--- src/rtl/irq_svc_pkg.sv ---
package irq_svc_pkg;

  localparam int DEF_PINS   = 8;
  localparam int DEF_VEC_W  = 8;
  localparam int DEF_DEST_W = 8;

  typedef enum logic {
    TRIG_EDGE  = 1'b0,
    TRIG_LEVEL = 1'b1
  } trig_e;

endpackage

--- src/rtl/irq_pin_cell.sv ---
module irq_pin_cell
  import irq_svc_pkg::*;
(
  input  logic clk,
  input  logic rst_n,
  input  logic lvl_in,
  input  logic pol,
  input  logic trig_lvl,
  input  logic mask,
  input  logic rirr_clr,
  input  logic issue,
  output logic need,
  output logic pend_o,
  output logic rirr_o
);

  logic eff, eff_q, rise;
  logic pend_q, pend_n;
  logic rirr_q, rirr_n;
  trig_e mode;

  assign mode = trig_e'(trig_lvl);
  assign eff  = lvl_in ^ pol;
  assign rise = eff & ~eff_q;

  always_comb begin
    pend_n = pend_q;
    if (mode == TRIG_LEVEL) begin
      pend_n = eff;
    end else if (!eff) begin
      pend_n = 1'b0;
    end else if (rise) begin
      pend_n = 1'b1;
    end else if (issue || (mask && pend_q)) begin
      pend_n = 1'b0;
    end

    rirr_n = rirr_q;
    if (rirr_clr) rirr_n = 1'b0;
    if (issue && mode == TRIG_LEVEL) rirr_n = 1'b1;
  end

  always_ff @(posedge clk or negedge rst_n) begin
    if (!rst_n) begin
      eff_q  <= 1'b0;
      pend_q <= 1'b0;
      rirr_q <= 1'b0;
    end else begin
      eff_q  <= eff;
      pend_q <= pend_n;
      rirr_q <= rirr_n;
    end
  end

  assign need   = pend_q & ~mask & ((mode == TRIG_EDGE) | ~rirr_q);
  assign pend_o = pend_q;
  assign rirr_o = rirr_q;

endmodule

--- src/rtl/irq_eoi_match.sv ---
module irq_eoi_match #(
  parameter int NPINS = 8,
  parameter int VEC_W = 8
) (
  input  logic                   eoi_valid,
  input  logic [VEC_W-1:0]       eoi_vec,
  input  logic [NPINS*VEC_W-1:0] cfg_vec,
  output logic [NPINS-1:0]       clr
);

  logic [NPINS-1:0] hit;

  for (genvar g = 0; g < NPINS; g++) begin : g_cmp
    assign hit[g] = eoi_valid && (cfg_vec[g*VEC_W +: VEC_W] == eoi_vec);
  end

  assign clr = hit & (~hit + NPINS'(1));

endmodule

--- src/rtl/irq_svc_arb.sv ---
module irq_svc_arb #(
  parameter int NPINS  = 8,
  parameter int VEC_W  = 8,
  parameter int DEST_W = 8,
  localparam int PIN_W = $clog2(NPINS)
) (
  input  logic                    clk,
  input  logic                    rst_n,
  input  logic [NPINS-1:0]        need,
  input  logic [NPINS*VEC_W-1:0]  cfg_vec,
  input  logic [NPINS*DEST_W-1:0] cfg_dest,
  output logic [NPINS-1:0]        issue,
  output logic                    dlv_valid,
  input  logic                    dlv_ready,
  output logic [VEC_W-1:0]        dlv_vec,
  output logic [DEST_W-1:0]       dlv_dest,
  output logic [PIN_W-1:0]        dlv_pin
);

  logic             valid_q, valid_n;
  logic             load_en, data_en;
  logic [PIN_W-1:0] sel_idx;
  logic [NPINS-1:0] sel_oh;
  logic [VEC_W-1:0] vec_q;
  logic [DEST_W-1:0] dest_q;
  logic [PIN_W-1:0] pin_q;

  assign sel_oh = need & (~need + NPINS'(1));

  always_comb begin
    sel_idx = '0;
    for (int i = NPINS - 1; i >= 0; i--) begin
      if (need[i]) sel_idx = PIN_W'(i);
    end
  end

  assign load_en = ~valid_q | dlv_ready;
  assign data_en = load_en & (|need);
  assign issue   = load_en ? sel_oh : '0;
  assign valid_n = load_en ? (|need) : valid_q;

  always_ff @(posedge clk or negedge rst_n) begin
    if (!rst_n) begin
      valid_q <= 1'b0;
      vec_q   <= '0;
      dest_q  <= '0;
      pin_q   <= '0;
    end else begin
      valid_q <= valid_n;
      if (data_en) begin
        vec_q  <= cfg_vec[sel_idx*VEC_W +: VEC_W];
        dest_q <= cfg_dest[sel_idx*DEST_W +: DEST_W];
        pin_q  <= sel_idx;
      end
    end
  end

  assign dlv_valid = valid_q;
  assign dlv_vec   = vec_q;
  assign dlv_dest  = dest_q;
  assign dlv_pin   = pin_q;

endmodule

--- src/rtl/irq_pin_service.sv ---
module irq_pin_service
  import irq_svc_pkg::*;
#(
  parameter int NPINS  = DEF_PINS,
  parameter int VEC_W  = DEF_VEC_W,
  parameter int DEST_W = DEF_DEST_W
) (
  input  logic                       clk,
  input  logic                       rst_n,
  input  logic [NPINS-1:0]           pin_in,
  input  logic [NPINS-1:0]           cfg_pol,
  input  logic [NPINS-1:0]           cfg_lvl,
  input  logic [NPINS-1:0]           cfg_mask,
  input  logic [NPINS*VEC_W-1:0]     cfg_vec,
  input  logic [NPINS*DEST_W-1:0]    cfg_dest,
  input  logic                       ent_wr,
  input  logic [$clog2(NPINS)-1:0]   ent_wr_idx,
  input  logic                       eoi_valid,
  input  logic [VEC_W-1:0]           eoi_vec,
  output logic                       dlv_valid,
  input  logic                       dlv_ready,
  output logic [VEC_W-1:0]           dlv_vec,
  output logic [DEST_W-1:0]          dlv_dest,
  output logic [$clog2(NPINS)-1:0]   dlv_pin
);

  logic             rst_s1, rst_s;
  logic [NPINS-1:0] need, issue, pend, rirr, eoi_clr, wr_clr, rirr_clr;

  // reset: asserted asynchronously, released after two clock edges
  always_ff @(posedge clk or negedge rst_n) begin
    if (!rst_n) begin
      rst_s1 <= 1'b0;
      rst_s  <= 1'b0;
    end else begin
      rst_s1 <= 1'b1;
      rst_s  <= rst_s1;
    end
  end

  irq_eoi_match #(.NPINS(NPINS), .VEC_W(VEC_W)) u_eoi (
    .eoi_valid (eoi_valid),
    .eoi_vec   (eoi_vec),
    .cfg_vec   (cfg_vec),
    .clr       (eoi_clr)
  );

  assign wr_clr   = ent_wr ? ({{(NPINS-1){1'b0}}, 1'b1} << ent_wr_idx) : '0;
  assign rirr_clr = eoi_clr | wr_clr;

  for (genvar g = 0; g < NPINS; g++) begin : g_pin
    irq_pin_cell u_cell (
      .clk      (clk),
      .rst_n    (rst_s),
      .lvl_in   (pin_in[g]),
      .pol      (cfg_pol[g]),
      .trig_lvl (cfg_lvl[g]),
      .mask     (cfg_mask[g]),
      .rirr_clr (rirr_clr[g]),
      .issue    (issue[g]),
      .need     (need[g]),
      .pend_o   (pend[g]),
      .rirr_o   (rirr[g])
    );
  end

  irq_svc_arb #(.NPINS(NPINS), .VEC_W(VEC_W), .DEST_W(DEST_W)) u_arb (
    .clk       (clk),
    .rst_n     (rst_s),
    .need      (need),
    .cfg_vec   (cfg_vec),
    .cfg_dest  (cfg_dest),
    .issue     (issue),
    .dlv_valid (dlv_valid),
    .dlv_ready (dlv_ready),
    .dlv_vec   (dlv_vec),
    .dlv_dest  (dlv_dest),
    .dlv_pin   (dlv_pin)
  );

endmodule

--- config.mk ---
export PLATFORM = sky130hd
export DESIGN_NAME = irq_pin_service
export DESIGN_NICKNAME = d
export VERILOG_FILES = /design/src/rtl/irq_svc_pkg.sv /design/src/rtl/irq_pin_cell.sv /design/src/rtl/irq_eoi_match.sv /design/src/rtl/irq_svc_arb.sv /design/src/rtl/irq_pin_service.sv
export SDC_FILE = /design/constraint.sdc
export NUM_CORES = 1
export LEC_CHECK = 0
export BUFFER_PORTS_ARGS = -buffer_cell sky130_fd_sc_hd__buf_2
export CORE_MARGIN = 2
export CORE_UTILIZATION = 30
export CTS_CLUSTER_SIZE = 12
export DETAILED_ROUTE_END_ITERATION = 8
export MAX_ROUTING_LAYER = met4
export PLACE_DENSITY = 0.61
export SLEW_MARGIN = 30
export SYNTH_ARGS = -nofsm -noshare
export SYNTH_HDL_FRONTEND = slang
export SYNTH_SLANG_ARGS = --single-unit
--- constraint.sdc ---
create_clock -name clk -period 3 [get_ports clk]
set_input_delay 0.3 -clock clk [delete_from_list [all_inputs] [get_ports clk]]
set_output_delay 0.3 -clock clk [all_outputs]
set_load 0.02 [all_outputs]
* Word-level counts from Yosys, hierarchy flattened
Cells that the tools add are included.
** Word-level totals
- Logic and storage cells :: 230
- Input port bits :: 176
- Flip-flop bits (word level) :: 46
- Output and inout bits :: 20
** Operators by class
- Eq/ne operators :: 16
- Shift operators :: 3
- Reductions and logical operators :: 41
- Muxes and demuxes :: 58
- $add $sub $neg :: 2
- Bitwise logic cells :: 80
** Operators with widths (count)
- 64-bit by 7-bit variable part select with 8-bit output :: 2
- 8-bit equality test :: 8
- 1-bit 2-to-1 mux :: 48
- 1-bit NOT :: 33
- 4-bit inequality test (second input constant) :: 8
- 1-bit bitwise AND :: 25
- 1-bit logical AND :: 24
- 3-bit 2-to-1 mux :: 8
- 8-bit by 1-bit adder with 8-bit output (second input constant) :: 2
- 8-bit bitwise AND :: 2
- 8-bit 2-to-1 mux :: 2
- 8-bit NOT :: 2
- 2-bit nonzero test :: 8
- 1-bit bitwise OR :: 9
- 1-bit logical OR :: 8
- 8-bit bitwise OR :: 1
- 8-bit OR reduction :: 1
- 1-bit by 3-bit left shift with 8-bit output (first input constant) :: 1
- 1-bit XOR :: 8

* Logic depth before layout (Yosys ltp)
Gate-level depths: netlist (run 1).
- Word-level depth :: 12
- Gate-level depth with buffers :: 8
- Mapped depth without buffers :: 7

* Modules after synthesis
A second synthesis (run 1) with hierarchy kept.
** Second synthesis, totals
- Cells, all modules :: 496
- Area total of the unflattened synthesis :: 4221.5 um^2
** By module, submodules not included
- irq_svc_arb :: seq. area each 500.5 um^2, times used 1, cells each 274, area each 2179.6 um^2
- irq_pin_cell :: seq. area each 75.1 um^2, times used 8, cells each 12, area each 127.6 um^2
- irq_eoi_match :: seq. area each 0.0 um^2, times used 1, cells each 111, area each 867.1 um^2
- irq_pin_service :: seq. area each 50.0 um^2, times used 1, cells each 15, area each 153.9 um^2

* Worst setup path after synthesis (run 1)
Ideal clock, no wire load.
- Path type :: register to register
- Start point :: reg g_pin[6].u_cell.rirr_q
- End point :: reg u_arb.vec_q[2], in the netlist u_arb.dlv_vec[2]
- Path buffers :: 1
- Setup slack :: 0.994 ns
- Arrival :: 1.875 ns
- Period minus slack after synthesis :: 2.006 ns
- Cell stages (with the launch flop) :: 9
- Setup time :: 0.131 ns
- Data required time :: 2.869 ns
- Cells stage by stage :: dfrtp_1 and2_2 o211ai_1 a221oi_2 o21ai_4 buf_6 mux2i_1 o22ai_1 or3_1
** On the way
- Word-level cells in the longest chain between the ends :: 11
- Elaborated cells between the ends (all ways) :: 13
- Those cells by class :: shift: 1; mux: 7; bitwise: 4; reduce/logical: 1
** RTL lines
- from (decl) :: RTL line irq_pin_cell.sv:19 : logic rirr_q, rirr_n;
- from (signal assigned) :: RTL line irq_pin_cell.sv:51 : rirr_q <= rirr_n;
- 1-bit NOT * :: RTL line irq_pin_cell.sv:55 : assign need = pend_q & ~mask & ((mode == TRIG_EDGE) | ~rirr_q);
- 1-bit bitwise OR * :: RTL line irq_pin_cell.sv:55
- 1-bit bitwise AND * :: RTL line irq_pin_cell.sv:55
- 3-bit 2-to-1 mux (7 in series) :: RTL line irq_svc_arb.sv:33 : if (need[i]) sel_idx = PIN_W'(i);
- 64-bit by 7-bit variable part select with 8-bit output :: RTL line irq_svc_arb.sv:51 : vec_q <= cfg_vec[sel_idx*VEC_W +: VEC_W];
- to (signal assigned) :: RTL line irq_svc_arb.sv:51
- to (decl) :: RTL line irq_svc_arb.sv:24 : logic [VEC_W-1:0] vec_q;
Every way passes the cells marked *; elsewhere a longest branch is shown, timed or not.
A chain may end at the register's enable or synchronous reset.

* Final worst setup path (run 1)
- Start point :: reg g_pin[3].u_cell.pend_q
- End point :: reg u_arb.vec_q[5], in the netlist u_arb.dlv_vec[5]
** On the way
- Word-level cells in the longest chain between the ends :: 7
- Elaborated cells between the ends (all ways) :: 9
- Those cells by class :: shift: 1; mux: 4; bitwise: 3; reduce/logical: 1
** RTL lines
- from (decl) :: RTL line irq_pin_cell.sv:18 : logic pend_q, pend_n;
- from (signal assigned) :: RTL line irq_pin_cell.sv:50 : pend_q <= pend_n;
- 1-bit bitwise AND * (2 in series) :: RTL line irq_pin_cell.sv:55
- 3-bit 2-to-1 mux (4 in series) :: RTL line irq_svc_arb.sv:33
- 64-bit by 7-bit variable part select with 8-bit output :: RTL line irq_svc_arb.sv:51
Marks and branches as above.

==> results of run 1 <==
## what timing repair did
item,4_1_cts,5_1_grt
hold endpoints to repair,2,0
hold buffers,1,0
buffers inserted,0,0
## metal layers
layer	GRT usage (%)	vias up
li1	-	1919
met1	24.5	1805
met2	34.4	147
met3	3.00	14
met4	4.44	0
met5	-	-
## power breakdown
part           internal [mW]  switching (mW)  total (mW)
Clock                  0.396           0.266       0.662
Sequential             0.791          0.0981       0.889
Combinational          0.557           0.744        1.30
Total                   1.74            1.11        2.85
## area by class of cell
| type | instances | share of cell area, % |
|---|---|---|
| clock inverter | 3 | 0.844 |
| inverter | 4 | 0.290 |
| multi-input combinational | 361 | 49.9 |
| timing repair buffer | 202 | 20.1 |
| antenna | 1 | 0.0483 |
| sequential | 46 | 22.3 |
| tap | 172 | 4.15 |
| clock buffer | 5 | 2.41 |
## cells by family after synthesis
| logic type | Yosys count |
|---|---|
| compound gates | 79 |
| simple gates | 146 |
| flops | 46 |
| other cells | 1 |
| xor+xnor | 72 |
| buf+inv | 27 |
| mux | 63 |
## worst max-delay path: stages, from the launching register on
cell and delay [ns]:
dfrtp_1 0.35, nor2b_1 0.15, nand2_1 0.15, nand2_1 0.24, o21ai_4 0.24, buf_4 0.31
mux2i_1 0.30, nor2_1 0.06, or3_1 0.37
## cells in the final DEF, fill, tap and decap left out, drive strengths merged, types with 2 or more instances in the layout
| cell | instances |
|---|---|
| nand4 | 9 |
| xor2 | 32 |
| a22oi | 3 |
| mux2i | 62 |
| or3 | 15 |
| nor3 | 11 |
| nand2 | 47 |
| nand2b | 7 |
| nor2 | 22 |
| a31o | 2 |
| o31a | 2 |
| buf | 201 |
| clkbuf | 5 |
| a21boi | 6 |
| a21oi | 5 |
| dfrtp | 46 |
| inv | 5 |
| o31ai | 2 |
| nor4 | 5 |
| and2 | 5 |
| nand3b | 2 |
| o22ai | 18 |
| xnor2 | 40 |
| o21ai | 32 |
| nor2b | 12 |
| nand3 | 8 |
## registers in the layout, indices dropped and copies added, names as in the netlist
| signal | flops |
|---|---|
| u_arb.dlv_pin | 3 |
| u_arb.dlv_dest | 8 |
| g_pin.u_cell.pend_o | 8 |
| rst_s | 1 |
| u_arb.dlv_vec | 8 |
| g_pin.u_cell.eff_q | 8 |
| g_pin.u_cell.rirr_o | 8 |
| u_arb.dlv_valid | 1 |
| rst_s1 | 1 |
## path summary, 6_finish.rpt
| path | cells past startpoint | endpoint | from | slack, ns |
|---|---|---|---|---|
| hold reg to reg | 0 | g_pin[2].u_cell.pend_o | rst_s | 0.35 |
| setup / recovery | 8 | u_arb.dlv_vec[5] | g_pin[3].u_cell.pend_o | 0.71 |
| max in group asynchronous | 0 | u_arb.dlv_vec[2] | rst_s | 2.24 |
| hold / removal | 2 | g_pin[3].u_cell.eff_q | pin_in[3] | 0.20 |
| min in group asynchronous | 2 | rst_s | rst_n | 0.32 |
| setup reg to reg | 8 | u_arb.dlv_vec[5] | g_pin[3].u_cell.pend_o | 0.71 |
## metrics by stage
| stage | utilization (%) | instance area (sq um) | setup WS (ns) |
|---|---|---|---|
| 5_1_grt | 40.9 | 5190 | 0.515 |
| 3_3_place_gp | 39.5 | 5000 | 0.665 |
| 3_5_place_dp | 39.5 | 5000 | 0.667 |
| 4_1_cts | 40.9 | 5180 | 0.685 |
| 2_1_floorplan | - | 3910 | 0.994 |
| 6_report | 40.9 | 5190 | 0.712 |
==> results.ini, run 1 <==
[cells_and_area]
drive_gt1_share_pct = 36.7
regArea_sq_mm = 0.00115
multiInputGateArea_sq_mm = 0.00259
nets = 796
final_cells = 794
nFillCells = 1351
syn_to_final_growth_pct = 32.8

[floorplan]
rows = 41
initial_core_util_pct = 30.8
pin_count = 196
chipHeight_um = 118
coreArea_sq_mm = 0.0127
die-area_sq_mm = 0.0139
die_x_um = 118

[synthesis]
syn_inst = 434
synth_area_sq_mm = 0.00390
synth.top_cell.area_share_pct = 29.5
async_flop_share_pct = 100
synth_flop_cell = dfrtp_1
synth-edff-count = 0
ys_top_cells_by_count = mux2i_1 (62), nand2_1 (47), dfrtp_1 (46)
synth_simple_gate_area_share_pct = 19.4
synth_top_family_by_area = simple AND/OR/NAND/NOR gates
synthXorXnorAreaFrac_pct = 16.1
yosysUniqueCellTypes = 54
yosysTopAreaCell = dfrtp_1
syn_avg_cell_area_sq_um = 9.00
synth.area.mux_share_pct = 16.2
synth_compound_area_share_pct = 14.2
syn-num-nets = 610
synth_fa_ha_area_share_pct = 0
yosysMostFrequentCell = mux2i_1
synth_warnings = 0
synthTopCellsByArea = dfrtp_1 (29%), mux2i_1 (16%), xnor2_1 (9.0%), xor2_1 (7.2%), nand2_1 (4.5%)
ys_ff_latch = 46
ys_seq_area_share_pct = 29.5

[drt]
drt_iter0_drc = 254
highest_layer = met4
wl_met2_um = 6850
avgRoutedWirePerCell_um = 17.2
first_pass_iters = 5
vias = 3885
antenna_left = 0
m1WireLength_um = 5870
totalWireLength_um = 13600
vias_per_cell = 4.89
drc = 0
wl_met3_um = 731

[clock_tree]
post_cts_resized = 0
cts_tree = done
htreeDepth = 2
cts_inserted_buffers = 5
cts_sinks = 46
clk_latency_ns = 0.29
clockRootBuffer = clkbuf_16
clockBufferDepth = 2
clk_pin_slew_ns = 0.08

[global_routing]
grt_use_total_pct = 19.9
grt_pass1_wl_um = 21400
grt-ovfl-total = 0
grt_pass1_vias = 4049
antenna_found_initial = 1
grt_max_degree = 45

[critical_path]
end_kind = register
cp_max_fo = 14
start_kind = register
crit_type = reg2reg
crit_required_ns = 3.17
arrival_ns = 2.46

[timing]
period_minus_slack_ns = 2.29
rsz0062_at_grt = false
setup_viol = 0
tightest_slew_ns = 0.638
slew_headroom_pct = 57.5
finClkSkew_ns = 0.0124
drv_slew = 0
whs_ns = 0.198
fmaxAchievable_mhz = 437
setup_tns_ns = 0
min_period_over_period_pct = 76.3
hold_viol_final = 0

[hold_path]
hold_class = in2reg

[flow_run]
max_cap_violations = 0

[placement]
io_buffers = 195
dp_hpwl_um = 10900
place_congestion = 0.914
dp.cells = 784

[power_and_ir_drop]
vdd_drop_max_mv = 0.253
p_total_mw = 2.85
cellPowerDensity_mw_per_mm2 = 550
p_leak_nw = 2.60

[run_status]
status = finished, final reports clean

Power figures use the tool's default switching activity.
==> inputs of run 2 (changes only) <==
Settings changed: PLACE_DENSITY 0.61 to 0.64.
Clock period 3 ns to 2.05 ns, I/O delays scaled along.
==> run 2 against run 1 <==
The run now ends with negative setup slack left. Power is 53% higher. Via count up 3.5%. Clock skew decreased by 0.0011 ns. Clock-buffer cell count up 2. Worst hold slack worse by 0.096 ns. Final cell count rose by 3.7%. Maximum frequency increased by 5.6%. Non-clock buffer count up 30. Largest cell class unchanged. Clock power rose by 30%. Critical path depth increased by 3. Register-to-register slack worse by 0.83 ns. Die area did not move.
==> results.ini, run 2 (synthesis gave the netlist of run 1 again) <==
[global_routing]
grt_max_degree = 32  ; was 45
antenna_found_initial = 0  ; was 1
grt-ovfl-total = 0  ; unchanged
grt_use_total_pct = 21.4  ; was 19.9%
grt_pass1_vias = 4321  ; was 4049
grt_pass1_wl_um = 22900  ; was 21400 um

[floorplan]
die_x_um = 118  ; unchanged
coreArea_sq_mm = 0.0127  ; unchanged
rows = 41  ; unchanged
die-area_sq_mm = 0.0139  ; unchanged
initial_core_util_pct = 30.8  ; unchanged
pin_count = 196  ; unchanged
chipHeight_um = 118  ; unchanged

[timing]
hold_viol_final = 0  ; unchanged
drv_slew = 0  ; unchanged
setup_viol = 16  ; was 0
fmaxAchievable_mhz = 461  ; was 437 MHz
min_period_over_period_pct = 106  ; was 76.3%
rsz0062_at_grt = true  ; was false
setup_tns_ns = -1.22  ; was 0 ns
finClkSkew_ns = 0.0113  ; was 0.0124 ns
period_minus_slack_ns = 2.17  ; was 2.29 ns
setup_slack_ns = -0.117  ; was 0.712 ns

[cells_and_area]
antenna_cells = 0  ; was 1
syn_to_final_growth_pct = 44.2  ; was 32.8%
layout_common_cells = buf_2 (195), mux2i_1 (60), nand2_1 (45), dfrtp_1 (45), xnor2_1 (40)  ; was buf_2 (195), mux2i_1 (62), nand2_1 (47)
drive_gt1_share_pct = 40.4  ; was 36.7%
post-route-util_pct = 44.4  ; was 40.9%
final_cells = 823  ; was 794
nFillCells = 1296  ; was 1351
fin_area_sq_mm = 0.00563  ; was 0.00519 sq mm
nets = 826  ; was 796
layout_commonest_cell = buf_2  ; unchanged

[drt]
antenna_left = 0  ; unchanged
first_pass_iters = 4  ; was 5
vias = 4021  ; was 3885
avgRoutedWirePerCell_um = 17.6  ; was 17.2 um
vias_per_cell = 4.89  ; about the same
drc = 0  ; unchanged
totalWireLength_um = 14400  ; was 13600 um
drt_iter0_drc = 210  ; was 254

[critical_path]
crit_required_ns = 2.23  ; was 3.17 ns
start_kind = register  ; unchanged
cp_max_fo = 10  ; was 14
crit_type = reg2reg  ; unchanged
end_kind = register  ; unchanged
arrival_ns = 2.35  ; was 2.46 ns

[placement]
pre_cts_slack_ns = -0.158  ; was 0.667 ns
io_buffers = 195  ; unchanged
place_congestion = 0.916  ; was 0.914
dp_hpwl_um = 11500  ; was 10900 um
dpl-instance-area_sq_mm = 0.00527  ; was 0.00500 sq mm
dp.cells = 805  ; was 784

[hold_path]
hold_class = in2reg  ; unchanged

[clock_tree]
cts_tree = done  ; unchanged
cts_inserted_buffers = 5  ; unchanged
htreeDepth = 2  ; unchanged
clockBufferDepth = 2  ; unchanged
clk_pin_slew_ns = 0.07  ; was 0.08 ns
clockRootBuffer = clkbuf_16  ; unchanged
cts_sinks = 46  ; unchanged
clk_latency_ns = 0.30  ; was 0.29 ns

[power_and_ir_drop]
vdd_drop_max_mv = 0.299  ; was 0.253 mV
p_leak_nw = 2.83  ; was 2.60 nW
cellPowerDensity_mw_per_mm2 = 775  ; was 550 mW/mm^2

[flow_run]
max_cap_violations = 0  ; unchanged

[run_status]
violations = negative setup slack
status = complete, but fails checks  ; was finished, final reports clean

## run 2: worst max-delay path, cell delays in order, from the launching register on
cell and delay [ns]:
dfrtp_1 0.36, nand2b_1 0.11, o211ai_1 0.11, buf_4 0.16, a221oi_4 0.28, o21ai_4 0.09, buf_12 0.15, buf_12 0.12
buf_16 0.14, mux2i_1 0.15, nor2_1 0.07, a311o_1 0.32
## run 2: layout make-up
class | instances | area (sq um) | share of cell area (%)
Clock inverter | 1 | 8.76 | 0.156
Multi-Input combinational cell | 361 | 2620 | 46.6
Tap cell | 172 | 215 | 3.82
Sequential cell | 46 | 1150 | 20.5
Clock buffer | 7 | 143 | 2.53
Inverter | 4 | 15.0 | 0.267
Timing Repair Buffer | 232 | 1470 | 26.1
## run 2: timing repair
item                                   4_1_cts  5_1_grt
setup endpoints to repair                   16       17
endpoints found under the hold margin        2        0
hold buffers                                 1        0
gates resized for setup                      6        5
pin swaps                                    5        6
buffers inserted                             6        2
cloned                                       2        0
## run 2: per-stage QoR
step,hold slack [ns],total power [mW]
final,0.102,4.36
after global routing,0.0999,4.63
after CTS,0.0934,4.39
after detailed placement,0.0114,3.35
after global placement,0.0103,3.32
after floorplan,-0.0906,2.57
## run 2: path summary, 6_finish.rpt
kind	startpoint	to	slack, ns	depth (start not counted)
setup / recovery	g_pin[6].u_cell.pend_o	u_arb.dlv_vec[0]	-0.12	11
min in group asynchronous	rst_s	u_arb.dlv_pin[0]	0.19	0
max in group asynchronous	rst_s	u_arb.dlv_vec[1]	1.35	1
hold / removal	pin_in[2]	g_pin[2].u_cell.eff_q	0.10	2
setup reg to reg	g_pin[6].u_cell.pend_o	u_arb.dlv_vec[0]	-0.12	11
hold reg to reg	rst_s	u_arb.dlv_pin[0]	0.19	0
## run 2: power breakdown
| group | internal, mW | total [mW] | switching (mW) | leakage (nW) |
|---|---|---|---|---|
| Combinational | 1.05 | 2.21 | 1.16 | 2.20 |
| Clock | 0.491 | 0.859 | 0.367 | 0.0745 |
| Sequential | 1.16 | 1.29 | 0.133 | 0.559 |
## run 2: metal layers
layer  track usage [%]  part of all wire (%)  up-vias
met2              37.5                    51      142
met1              25.8                    42     1899
met4              4.67                   1.1        0
met5                 -                     0        -
li1                  -                     -     1970
met3              3.78                   5.1       10
==> inputs of run 3 (changes only) <==
Settings changed: SETUP_SLACK_MARGIN set to 0.1.
==> run 3 against run 2 <==
The flow still finishes with violations (negative setup slack). Die area unchanged. Via count increased by 2.3%. Global-route usage decreased by 0.33 points. Maximum frequency increased by 2.3%. Worst hold slack got worse by 0.0030 ns. Highest routed layer unchanged.
==> results.ini, run 3 (synthesis gave the netlist of run 1 again) <==
[clock_tree]
cts_tree = done  ; unchanged
clk_latency_ns = 0.29  ; was 0.30 ns
htreeDepth = 2  ; unchanged
cts_inserted_buffers = 5  ; unchanged
clockRootBuffer = clkbuf_16  ; unchanged
cts_sinks = 46  ; unchanged
clockBufferDepth = 2  ; unchanged
clk_pin_slew_ns = 0.07  ; about the same

[timing]
rsz0062_at_grt = true  ; unchanged
whs_ns = 0.0991  ; was 0.102 ns
period_minus_slack_ns = 2.12  ; was 2.17 ns
setup_slack_ns = -0.0684  ; was -0.117 ns
hold_viol_final = 0  ; unchanged
min_period_over_period_pct = 103  ; was 106%
setup_viol = 16  ; unchanged
fmaxAchievable_mhz = 472  ; was 461 MHz
tightest_slew_ns = 0.510
setup_tns_ns = -0.527  ; was -1.22 ns
finClkSkew_ns = 0.00877  ; was 0.0113 ns
drv_slew = 0  ; unchanged
slew_headroom_pct = 65.6

[critical_path]
cp_max_fo = 7  ; was 10
timing.rr.end = u_arb.dlv_dest[1]  ; was u_arb.dlv_vec[0]
end_kind = register  ; unchanged
arrival_ns = 2.29  ; was 2.35 ns
ff2ff_setup_slack_ns = -0.07  ; was -0.12 ns
r2r.worst_path.cells = 9  ; was 11
crit_type = reg2reg  ; unchanged
start_kind = register  ; unchanged
rr_startpoint = g_pin[6].u_cell.rirr_o  ; was g_pin[6].u_cell.pend_o
crit_required_ns = 2.22  ; was 2.23 ns

[global_routing]
antenna_found_initial = 0  ; unchanged
grt_use_total_pct = 21.1  ; was 21.4%
grt_pass1_vias = 4267  ; was 4321
grt_pass1_wl_um = 22500  ; was 22900 um
grt-ovfl-total = 0  ; unchanged
grt_max_degree = 33  ; was 32

[floorplan]
initial_core_util_pct = 30.8  ; unchanged
rows = 41  ; unchanged
coreArea_sq_mm = 0.0127  ; unchanged
die_x_um = 118  ; unchanged
die-area_sq_mm = 0.0139  ; unchanged
chipHeight_um = 118  ; unchanged
pin_count = 196  ; unchanged

[power_and_ir_drop]
comb_power_share_pct = 52.1  ; was 50.7%
pwr-share-seq_pct = 28.9  ; was 29.6%
cellPowerDensity_mw_per_mm2 = 777  ; was 775 mW/mm^2
swShare_pct = 38.6  ; was 38.0%
p_total_mw = 4.47  ; was 4.36 mW
p_leak_nw = 2.86  ; was 2.83 nW
vdd_drop_max_mv = 0.353  ; was 0.299 mV
p_int_mw = 2.75  ; was 2.70 mW
clkPwrFrac_pct = 19.0  ; was 19.7%
p_switching_mw = 1.73  ; was 1.66 mW

[cells_and_area]
fin_area_sq_mm = 0.00576  ; was 0.00563 sq mm
antenna_cells = 0  ; unchanged
nets = 833  ; was 826
layout_common_cells = buf_2 (195), mux2i_1 (56), dfrtp_1 (45)  ; was buf_2 (195), mux2i_1 (60), nand2_1 (45), dfrtp_1 (45), xnor2_1 (40)
post-route-util_pct = 45.5  ; was 44.4%
final_cells = 830  ; was 823
drive_gt1_share_pct = 42.1  ; was 40.4%
syn_to_final_growth_pct = 47.5  ; was 44.2%
layout_commonest_cell = buf_2  ; unchanged

[run_status]
violations = negative setup slack  ; unchanged
status = complete, but fails checks  ; unchanged

[drt]
totalWireLength_um = 14400  ; about the same
vias = 4115  ; was 4021
drt_iter0_drc = 174  ; was 210
drc = 0  ; unchanged
vias_per_cell = 4.96  ; was 4.89
first_pass_iters = 5  ; was 4
antenna_left = 0  ; unchanged
avgRoutedWirePerCell_um = 17.4  ; was 17.6 um

[placement]
io_buffers = 195  ; unchanged
dpl-instance-area_sq_mm = 0.00529  ; was 0.00527 sq mm
place_congestion = 0.911  ; was 0.916
dp.cells = 809  ; was 805
pre_cts_slack_ns = -0.158  ; about the same
dp_hpwl_um = 11400  ; was 11500 um

[hold_path]
holdPathStages = 2  ; unchanged
hp-start = pin_in[7]  ; was pin_in[2]
min_to = g_pin[7].u_cell.eff_q  ; was g_pin[2].u_cell.eff_q
hold_class = in2reg  ; unchanged

[flow_run]
max_cap_violations = 0  ; unchanged

-- run 3: cell count changes in the layout (fill, tap and decap cells not counted), sizes merged --
cell      delta
buf          +5
clkinvlp     +2
-- run 3: worst max path at each step --
stage / from / endpoint / depth (start not counted)
2_1_floorplan: g_pin[6].u_cell.rirr_o / u_arb.dlv_dest[6] / 8
3_3_place_gp: cfg_mask[6] / u_arb.dlv_dest[2] / 9
3_5_place_dp: cfg_mask[6] / u_arb.dlv_dest[1] / 9
4_1_cts: g_pin[6].u_cell.rirr_o / u_arb.dlv_vec[1] / 9
5_1_grt: g_pin[6].u_cell.rirr_o / u_arb.dlv_dest[1] / 9
6_report: g_pin[6].u_cell.rirr_o / u_arb.dlv_dest[1] / 9
-- run 3: layout make-up --
class	instances	area, sq um
Fill cell	1289	6910
Multi-Input combinational cell	361	2670
Timing Repair Buffer	239	1560
Sequential cell	46	1150
Tap cell	172	215
Clock buffer	5	125
Clock inverter	3	23.8
Inverter	4	15.0
-- run 3: critical path: stages (launching register included) --
cell      delay, ns
dfrtp_1        0.38
and2_4         0.15
o211ai_1       0.25
a221oi_2       0.12
o21ai_4        0.16
buf_12         0.17
buf_12         0.14
mux2i_4        0.23
o22ai_2        0.09
or3_1          0.30
-- run 3: power groups by stage --
stage	clock network, mW	logic, mW	registers (mW)
2_1_floorplan	0	1.08	1.50
3_3_place_gp	0	2.03	1.30
3_5_place_dp	0	2.07	1.31
4_1_cts	0.884	2.25	1.29
5_1_grt	0.918	2.51	1.32
6_report	0.851	2.33	1.29
-- run 3: what timing repair did --
action	in CTS	in global routing
hold buffers	1	0
resized for setup	17	13
endpoints found under the setup margin	17	20
endpoints found under the hold margin	2	0
setup buffers	7	0
pin swaps	5	5
cloned	3	2
-- run 3: routing by layer --
metal / part of all wire, % / global-route usage (%) / wire, um / vias up
met5: 0 / - / 0 / -
met4: 2.7 / 6.25 / 383 / 0
met3: 6.3 / 3.29 / 904 / 32
met2: 49 / 36.4 / 7050 / 186
met1: 42 / 25.4 / 6090 / 1912
li1: - / - / - / 1985
